## src/rtl/dio_pkg.sv

```systemverilog
package dio_pkg;
  localparam int PCT_W     = 16;
  localparam int PCT_LIMIT = 30000;
  localparam int ADDR_W    = 3;

  typedef enum logic [ADDR_W-1:0] {
    REG_CTRL  = 3'd0,
    REG_THR   = 3'd1,
    REG_HIVAL = 3'd2,
    REG_LOVAL = 3'd3
  } reg_sel_e;

  localparam int CTRL_EN_BIT   = 0;
  localparam int CTRL_INV_BIT  = 1;
  localparam int CTRL_RECT_BIT = 2;

  typedef struct packed {
    logic rectify;
    logic invert;
    logic enable;
  } ctrl_t;
endpackage

```

## src/rtl/dio_cfg_regs.sv

```systemverilog
module dio_cfg_regs
  import dio_pkg::*;
#(
  parameter int DATA_W = PCT_W,
  parameter int AW     = ADDR_W,
  parameter int LIMIT  = PCT_LIMIT,
  parameter int HI_RST = 1,
  parameter int LO_RST = 0
) (
  input  logic                     clk,
  input  logic                     rst,
  input  logic                     we,
  input  logic [AW-1:0]            addr,
  input  logic signed [DATA_W-1:0] wdata,
  output ctrl_t                    ctrl_q,
  output logic signed [DATA_W-1:0] thr_q,
  output logic signed [DATA_W-1:0] hi_q,
  output logic signed [DATA_W-1:0] lo_q
);
  localparam logic signed [DATA_W-1:0] POS_LIM = DATA_W'(LIMIT);
  localparam logic signed [DATA_W-1:0] NEG_LIM = DATA_W'(-LIMIT);
  localparam logic signed [DATA_W-1:0] HI_INIT = DATA_W'(HI_RST);
  localparam logic signed [DATA_W-1:0] LO_INIT = DATA_W'(LO_RST);

  logic signed [DATA_W-1:0] clamped;
  ctrl_t                    ctrl_new;

  always_comb begin
    if (wdata > POS_LIM)      clamped = POS_LIM;
    else if (wdata < NEG_LIM) clamped = NEG_LIM;
    else                      clamped = wdata;
  end

  always_comb begin
    ctrl_new.enable  = wdata[CTRL_EN_BIT];
    ctrl_new.invert  = wdata[CTRL_INV_BIT];
    ctrl_new.rectify = wdata[CTRL_RECT_BIT];
  end

  always_ff @(posedge clk) begin
    if (rst) begin
      ctrl_q <= '0;
      thr_q  <= '0;
      hi_q   <= HI_INIT;
      lo_q   <= LO_INIT;
    end else if (we) begin
      case (addr)
        REG_CTRL:  ctrl_q <= ctrl_new;
        REG_THR:   thr_q  <= clamped;
        REG_HIVAL: hi_q   <= clamped;
        REG_LOVAL: lo_q   <= clamped;
        default: ;
      endcase
    end
  end
endmodule

```

## src/rtl/dio_sync.sv

```systemverilog
module dio_sync #(
  parameter int STAGES = 2
) (
  input  logic clk,
  input  logic rst,
  input  logic d,
  output logic q
);
  logic [STAGES-1:0] chain;

  generate
    for (genvar i = 0; i < STAGES; i++) begin : g_stage
      if (i == 0) begin : g_first
        always_ff @(posedge clk) begin
          if (rst) chain[0] <= 1'b0;
          else     chain[0] <= d;
        end
      end else begin : g_next
        always_ff @(posedge clk) begin
          if (rst) chain[i] <= 1'b0;
          else     chain[i] <= chain[i-1];
        end
      end
    end
  endgenerate

  assign q = chain[STAGES-1];
endmodule

```

## src/rtl/dio_out_path.sv

```systemverilog
module dio_out_path
  import dio_pkg::*;
#(
  parameter int DATA_W = PCT_W
) (
  input  logic                     clk,
  input  logic                     rst,
  input  logic                     take,
  input  logic signed [DATA_W-1:0] value,
  input  ctrl_t                    ctrl,
  input  logic signed [DATA_W-1:0] thr,
  output logic                     mon,
  output logic                     dout
);
  localparam logic signed [DATA_W-1:0] MOST_NEG = {1'b1, {(DATA_W-1){1'b0}}};
  localparam logic signed [DATA_W-1:0] MOST_POS = {1'b0, {(DATA_W-1){1'b1}}};

  logic signed [DATA_W-1:0] held;
  logic signed [DATA_W-1:0] live;
  logic signed [DATA_W-1:0] mag;
  logic signed [DATA_W-1:0] cond;
  logic                     above;
  logic                     state;

  // Pick the fresh beat if one transfers, else the last accepted one.
  assign live = take ? value : held;

  // Saturating magnitude.
  always_comb begin
    if (live == MOST_NEG)  mag = MOST_POS;
    else if (live < 0)     mag = -live;
    else                   mag = live;
  end

  assign cond  = ctrl.rectify ? mag : live;
  assign above = cond > thr;
  assign state = above ^ ctrl.invert;

  always_ff @(posedge clk) begin
    if (rst) begin
      held <= '0;
      mon  <= 1'b0;
      dout <= 1'b0;
    end else begin
      if (take) held <= value;
      mon  <= state;
      dout <= state & ctrl.enable;
    end
  end
endmodule

```

## src/rtl/dio_in_path.sv

```systemverilog
module dio_in_path
  import dio_pkg::*;
#(
  parameter int DATA_W = PCT_W,
  parameter int STAGES = 2
) (
  input  logic                     clk,
  input  logic                     rst,
  input  logic                     din,
  input  logic signed [DATA_W-1:0] hi,
  input  logic signed [DATA_W-1:0] lo,
  output logic signed [DATA_W-1:0] result,
  output logic                     level
);
  logic                     din_s;
  logic signed [DATA_W-1:0] pick;

  dio_sync #(.STAGES(STAGES)) u_sync (
    .clk (clk),
    .rst (rst),
    .d   (din),
    .q   (din_s)
  );

  assign pick = din_s ? hi : lo;

  always_ff @(posedge clk) begin
    if (rst) begin
      result <= '0;
      level  <= 1'b0;
    end else begin
      result <= pick;
      level  <= |pick;
    end
  end
endmodule

```

## src/rtl/dio_channel.sv

```systemverilog
module dio_channel
  import dio_pkg::*;
#(
  parameter int DATA_W      = PCT_W,
  parameter int AW          = ADDR_W,
  parameter int LIMIT       = PCT_LIMIT,
  parameter int SYNC_STAGES = 2
) (
  input  logic              clk,
  input  logic              rst,
  input  logic              cfg_we,
  input  logic [AW-1:0]     cfg_addr,
  input  logic [DATA_W-1:0] cfg_wdata,
  input  logic              src_valid,
  output logic              src_ready,
  input  logic [DATA_W-1:0] src_value,
  output logic              dout,
  output logic              mon,
  input  logic              din,
  output logic [DATA_W-1:0] in_result,
  output logic              in_logic
);
  ctrl_t                    ctrl_q;
  logic signed [DATA_W-1:0] thr_q;
  logic signed [DATA_W-1:0] hi_q;
  logic signed [DATA_W-1:0] lo_q;
  logic signed [DATA_W-1:0] res_s;
  logic                     take;
  logic                     en_w;

  assign src_ready = ~rst;
  assign take      = src_valid & src_ready;
  assign en_w      = ctrl_q.enable;

  dio_cfg_regs #(
    .DATA_W (DATA_W),
    .AW     (AW),
    .LIMIT  (LIMIT)
  ) u_cfg (
    .clk    (clk),
    .rst    (rst),
    .we     (cfg_we),
    .addr   (cfg_addr),
    .wdata  ($signed(cfg_wdata)),
    .ctrl_q (ctrl_q),
    .thr_q  (thr_q),
    .hi_q   (hi_q),
    .lo_q   (lo_q)
  );

  dio_out_path #(.DATA_W(DATA_W)) u_out (
    .clk   (clk),
    .rst   (rst),
    .take  (take),
    .value ($signed(src_value)),
    .ctrl  (ctrl_q),
    .thr   (thr_q),
    .mon   (mon),
    .dout  (dout)
  );

  dio_in_path #(
    .DATA_W (DATA_W),
    .STAGES (SYNC_STAGES)
  ) u_in (
    .clk    (clk),
    .rst    (rst),
    .din    (din),
    .hi     (hi_q),
    .lo     (lo_q),
    .result (res_s),
    .level  (in_logic)
  );

  assign in_result = res_s;
endmodule

```

## config.mk

```make
export PLATFORM = sky130hd
export DESIGN_NAME = dio_channel
export DESIGN_NICKNAME = d
export VERILOG_FILES = /design/src/rtl/dio_pkg.sv /design/src/rtl/dio_cfg_regs.sv /design/src/rtl/dio_sync.sv /design/src/rtl/dio_out_path.sv /design/src/rtl/dio_in_path.sv /design/src/rtl/dio_channel.sv
export SDC_FILE = /design/constraint.sdc
export NUM_CORES = 1
export LEC_CHECK = 0
export BUFFER_PORTS_ARGS = -buffer_cell sky130_fd_sc_hd__buf_2
export CAP_MARGIN = 20
export CORE_MARGIN = 1.5
export CORE_UTILIZATION = 60
export CTS_CLUSTER_SIZE = 10
export DETAILED_ROUTE_END_ITERATION = 7
export PLACE_DENSITY_LB_ADDON = 0.1
export SETUP_SLACK_MARGIN = 0.4
export SYNTH_ARGS = -nofsm -noshare
export SYNTH_HDL_FRONTEND = slang
export SYNTH_HIERARCHICAL = 1
export SYNTH_SLANG_ARGS = --single-unit
```

## constraint.sdc

```tcl
create_clock -name clk -period 6.45 [get_ports clk]
set_input_delay 0.3225 -clock clk [delete_from_list [all_inputs] [get_ports clk]]
set_output_delay 0.3225 -clock clk [all_outputs]
set_load 0.05 [all_outputs]
```

After elaboration in Yosys (flattened, before gate mapping)
Cells that the tools add are included.
Widths: inputs -> output; s select.
{ "word_totals": {"ramBits": 0, "word_cells": 39, "register_bits": 88, "out_inout_bits": 20, "latch_bits": 0, "in_bits": 40, "romBits": 0, "memories": 0} }
{ "classes": {"add_sub_neg": 1, "n_bitwise": 4, "div_mod_pow": 0, "shift": 0, "mux": 7, "eq_ne": 4, "mul": 0, "reduce_logical": 6, "magnitude_cmp": 4} }
{ "ops": {"columns": ["op", "n"], "rows": [
  ["$mux 16", 7],
  ["$eq 16x16->1 const B", 1],
  ["$gt 16x16->1", 1],
  ["$gt 16x16->1 const B", 1],
  ["$lt 16x1->1 const B", 1],
  ["$lt 16x16->1 const B", 1],
  ["$neg 16->16", 1],
  ["$reduce_or 16->1", 1],
  ["$reduce_and 2->1", 4],
  ["$eq 3x2->1 const B", 2],
  ["$eq 3x1->1 const B", 1],
  ["$logic_not 3->1", 1],
  ["$and 1x1->1", 2],
  ["$not 1->1", 1],
  ["$xor 1x1->1", 1]
]} }

Logic depth before layout (Yosys ltp)
{ "logic_depth": {"depth_word": 10, "depth_mapped": 17, "depth_no_buf": 13} }

Cells and area by module
The synthesis kept the hierarchy.
{ "modules_own_cells": {"columns": ["mod", "instances", "cells_each", "seq_area_each_um2", "area_per_inst_um2"], "rows": [
  ["dio_cfg_regs", 1, 224, 1021.0, 2222.1],
  ["dio_out_path", 1, 201, 360.3, 1742.9],
  ["dio_in_path", 1, 68, 340.3, 674.4],
  ["dio_sync", 1, 4, 40.0, 52.6],
  ["dio_channel", 1, 2, 0.0, 10.0]
]} }

Worst setup path after synthesis
OpenSTA, ideal clock, no wires.
{ "synth_timing": {"kind": "input to register", "startpoint": "in src_valid", "endpoint": "reg u_out.mon", "cell_stages": 16, "path_slack_ps": 2643, "arrival_ps": 3684, "setup_time_ps": 123, "t_required_ps": 6327, "n_path_buf": 3, "cell_sequence": "nor2b_1 -> buf_6 -> buf_6 -> buf_2 -> mux2i_1 -> ha_1 -> o221a_2 -> nand4_4 -> a41o_1 -> a21oi_1 -> ha_1 -> a21o_1 -> a2111oi_0 -> o21ai_0 -> o31a_1 -> mux2_1"} }
{ "synth_via": {"elab_chain_len": 8, "word_cells_on_any_way": 10, "cone_classes": "add/sub (1); order compare (2); eq/ne (1); mux (4); bitwise (2)"} }
{ "synth_rtl": {"columns": ["element", "line", "source"], "rows": [
  ["start: declaration", "dio_channel.sv:14", "input logic src_valid,"],
  ["$and 1x1->1 (*)", "dio_channel.sv:32", "assign take = src_valid & src_ready;"],
  ["$mux 16 (*)", null, null],
  ["$neg 16->16 / $lt 16x1->1 (equally long branches)", "dio_out_path.sv:31", "else if (live < 0) mag = -live;"],
  ["$mux 16", "dio_out_path.sv:31", null],
  ["$mux 16", "dio_out_path.sv:30", "if (live == MOST_NEG) mag = MOST_POS;"],
  ["$mux 16 (*)", "dio_out_path.sv:35", "assign cond = ctrl.rectify ? mag : live;"],
  ["$gt 16x16->1 (*)", "dio_out_path.sv:36", "assign above = cond > thr;"],
  ["$xor 1x1->1 (*)", "dio_out_path.sv:37", "assign state = above ^ ctrl.invert;"],
  ["end signal: assignment", "dio_out_path.sv:46", "mon <= state;"],
  ["end: declaration", "dio_out_path.sv:12", "output logic mon,"]
]} }
Mark *: on every way between the ends. The rest lies on a longest branch, timed or not.
A chain may end at the register's enable or synchronous reset.

Worst setup path in the final report
{ "layout_timing": {"startpoint": "in rst", "endpoint": "reg u_out.mon"} }
{ "layout_via": {"elab_chain_len": 9, "word_cells_on_any_way": 11, "cone_classes": "add/sub (1); order compare (2); eq/ne (1); mux (4); bitwise (3)"} }
{ "layout_rtl": {"columns": ["element", "line", "source"], "rows": [
  ["start: declaration", "dio_channel.sv:10", "input logic rst,"],
  ["$not 1->1 (*)", "dio_channel.sv:31", "assign src_ready = ~rst;"],
  ["$and 1x1->1 (*)", "dio_channel.sv:32", null],
  ["named net take", "dio_channel.sv:28", "logic take;"],
  ["$mux 16 (*)", null, null],
  ["$neg 16->16 / $lt 16x1->1 (equally long branches)", "dio_out_path.sv:31", null],
  ["$mux 16", "dio_out_path.sv:31", null],
  ["$mux 16", "dio_out_path.sv:30", null],
  ["$mux 16 (*)", "dio_out_path.sv:35", null],
  ["$gt 16x16->1 (*)", "dio_out_path.sv:36", null],
  ["$xor 1x1->1 (*)", "dio_out_path.sv:37", null]
]} }
The timed path passes the listed nets; every way through them passes the cells marked *.

==> results by group <==
Yosys
  • Mapped Nets: 557
  • Synth unique cells: 63
  • Sequential fraction of the synthesis area: 37.5%
  • Post-Syn Area: 4700 µm²
  • Synthesized flop and latch total: 88
  • Ys Warns: 6
  • Mean Syn Cell Area: 9.42 µm²
  • Number of synthesized flops with an enable pin: 0
  • Top_reg_cell synth: dfxtp_1
  • Fraction of registers with async set/reset: 0%
  • Syn Inst Count: 499

Placement
  • # port buffers: 59
  • Placed Cells incl. Taps: 624
  • Cell Area, Placed: 4940 µm²
  • Post-DP HPWL: 7.55 mm
  • Placer Congestion: 0.901

Floorplanning
  • Row cnt: 32
  • Width of the chip: 91.5 µm
  • # IOs: 60
  • Effective utilization at floorplan: 61.5%
  • Core Footprint: 7650 µm²
  • Die H: 91.5 µm
  • Die area: 8380 µm²

Clock tree
  • Clk slew on worst S/H paths: 0.08 ns
  • CTS Sinks: 88
  • # H-tree levels: 3
  • Clock Tree Buf Depth: 2
  • CTS buffer count: 9
  • Clock Tree Root: clkbuf_8
  • Hold Buf Count CTS: 0
  • Clk_lat worst skew: 0.37 ns
  • CTS tree: done
  • Setup Buffers After CTS: 0
  • Post-CTS sizing: 0

Drt
  • Iter 0 DRT Violations: 236
  • Drt drc: 0
  • Antenna-violating nets left: 0
  • DR WL/cell: 16.6 µm
  • Routed wire length: 10.6 mm
  • Vias per Instance: 6.02
  • Vias post-DR: 3855
  • Detailed Routing Iterations Pass 1: 6

Global routing
  • Largest net degree at the start of global routing: 113
  • GRT Total Usage: 26.4%
  • Number of global-route vias before repair: 3561
  • Initial antenna violation count: 0
  • First-pass GRT wire length: 17.4 mm
  • GRT overflow: 0

Cells and area
  • Diodes inserted: 0
  • Commonest non-fill, non-tap cell in the layout: dfxtp_1
  • Fillers: 648
  • Most frequent cells in the layout: 88 x dfxtp_1, 71 x nor2_1, 58 x buf_2
  • Final non-filler cell total: 640
  • Final Cell Area: 5120 µm²
  • Layout area overhead: 8.86%
  • Layout cells sized above 1: 19.9%
  • Nets: 591

Timing
  • TNS Setup: 0 ns
  • Final hold slack: 0.185 ns
  • Final worst-path cycle share: 70.9%
  • Highest achievable clock rate: 0.219 GHz
  • Final hold violations: 0
  • Slew @ Worst Pin: 1.07 ns
  • # setup viols final: 0
  • Final min period: 4.57 ns
  • RSZ-0062 raised after global routing: false
  • Skew final: 0.0114 ns
  • Pins Over Slew Limit: 0
  • Max_slew headroom: 28.5%

Critical path
  • CP max FO: 112
  • Critical Path AT: 4.83 ns
  • CP startpoint: rst
  • FF-to-FF setup slack: 3.01 ns
  • CP required: 6.71 ns
  • Worst setup EP type: flop
  • Setup crit end: u_out/mon$_SDFF_PP0_
  • R2R Path End: u_out/mon$_SDFF_PP0_
  • CP Class: input port to flop
  • FF-to-FF path depth: 12
  • Worst r2r src: u_out/held[0]$_SDFF_PP0_
  • Critical path launch point type: input port

Pwr
  • Power Total: 1.14 mW
  • Static Leak: 1.96 nW
  • Pwr Density: 223 nW/µm²
  • Max rail drop VDD: 114 µV

Worst hold path
  • WHS Path Cells: 2
  • Path type of the worst min-delay path: input port to flop

Run
  • Max-Cap Viols: 0

Status
  • Status: finished clean
-- stage by stage --
step | util, % | setup slack [ns]
3_5_place_dp | 64.6 | 1.46
5_1_grt | 66.9 | 1.51
4_1_cts | 66.9 | 1.87
3_3_place_gp | 64.6 | 1.60
6_report | 66.9 | 1.88
2_1_floorplan | - | 2.64
-- sequential cells by signal, summed over array words and instances (netlist names) --
signal and count:
u_out/held 16, u_cfg/hi_q 16, u_out/dout 1, u_in/u_sync/chain 1, u_cfg/thr_q 16, u_cfg/lo_q 16
u_out/mon 1, u_cfg/ctrl_q 3, u_in/u_sync/q 1, u_in/level 1, u_in/result 16
-- worst min path at each step --
stage	from	end	slack (ns)
after floorplan	rst	u_in/u_sync/chain[0]$_SDFF_PP0_	0.39
after global routing	din	u_in/u_sync/chain[0]$_SDFF_PP0_	0.17
final	din	u_in/u_sync/chain[0]$_SDFF_PP0_	0.19
after detailed placement	u_in/u_sync/chain[0]$_SDFF_PP0_	u_in/u_sync/q$_SDFF_PP0_	0.44
after CTS	din	u_in/u_sync/chain[0]$_SDFF_PP0_	0.18
after global placement	u_in/u_sync/chain[0]$_SDFF_PP0_	u_in/u_sync/q$_SDFF_PP0_	0.42
-- layer usage --
layer	part of all wire [%]	GRT usage, %
met5	0	0
met4	2.1	10.5
met3	5.3	4.19
met2	45	40.8
met1	48	36.7
-- layout make-up --
type	count	area, µm²	share of cell area [%]
multi-input combinational	356	2680	52.3
sequential	88	1760	34.4
timing repair buffer	60	305	5.96
clock buffer	11	141	2.76
tap	102	128	2.49
inverter	18	67.6	1.32
clock inverter	5	38.8	0.758
-- logic make-up (layout without fill, tap and decap cells) --
kind of cell	Yosys count	count (layout)	synth area share, %
buffers and inverters	55	94	5.77
flip-flops	88	88	37.5
adder cells (fa/ha/maj)	18	18	4.79
AO/OA/AOI/OAI	108	108	19.7
multiplexers	41	41	9.53
AND/OR/NAND/NOR	189	189	22.8
-- power breakdown --
group / switching (mW) / internal [mW] / total [mW]
registers: 0.0132 / 0.562 / 0.575
clock network: 0.203 / 0.154 / 0.357
logic: 0.128 / 0.0810 / 0.209
total: 0.344 / 0.797 / 1.14
-- cells in the mapped netlist, types with 4 or more instances --
master | instances | area [µm²]
nand2b_1 | 10 | 62.6
o41ai_1 | 8 | 70.1
nor3b_1 | 11 | 82.6
o41ai_2 | 10 | 163
nand4_1 | 7 | 43.8
a311oi_1 | 23 | 201
a21o_1 | 5 | 37.5
dfxtp_1 | 88 | 1760
a21oi_1 | 16 | 80.1
nand3_1 | 4 | 20.0
a22oi_1 | 6 | 45.0
o21ai_1 | 10 | 50.1
nor2_1 | 71 | 267
buf_6 | 6 | 67.6
o21ai_0 | 5 | 25.0
nor4_1 | 4 | 25.0
mux2i_1 | 33 | 330
nand3b_1 | 28 | 210
nor2b_1 | 6 | 37.5
o21a_1 | 4 | 30.0
inv_1 | 18 | 67.6
clkbuf_1 | 21 | 78.8
nor3_1 | 14 | 70.1
nand2_1 | 15 | 56.3
ha_1 | 18 | 225
buf_2 | 7 | 35.0
-- critical path: stages --
cell	delay (ns)
buf_4	0.39
nor2b_4	0.92
mux2i_2	0.42
ha_1	0.26
o221a_2	0.30
nand4_4	0.22
a41o_1	0.28
a21oi_1	0.16
ha_1	0.27
a21o_1	0.18
a2111oi_0	0.35
o21ai_0	0.14
o31a_1	0.28
mux2_1	0.30
No activity file was read; power rests on OpenSTA's default activity.
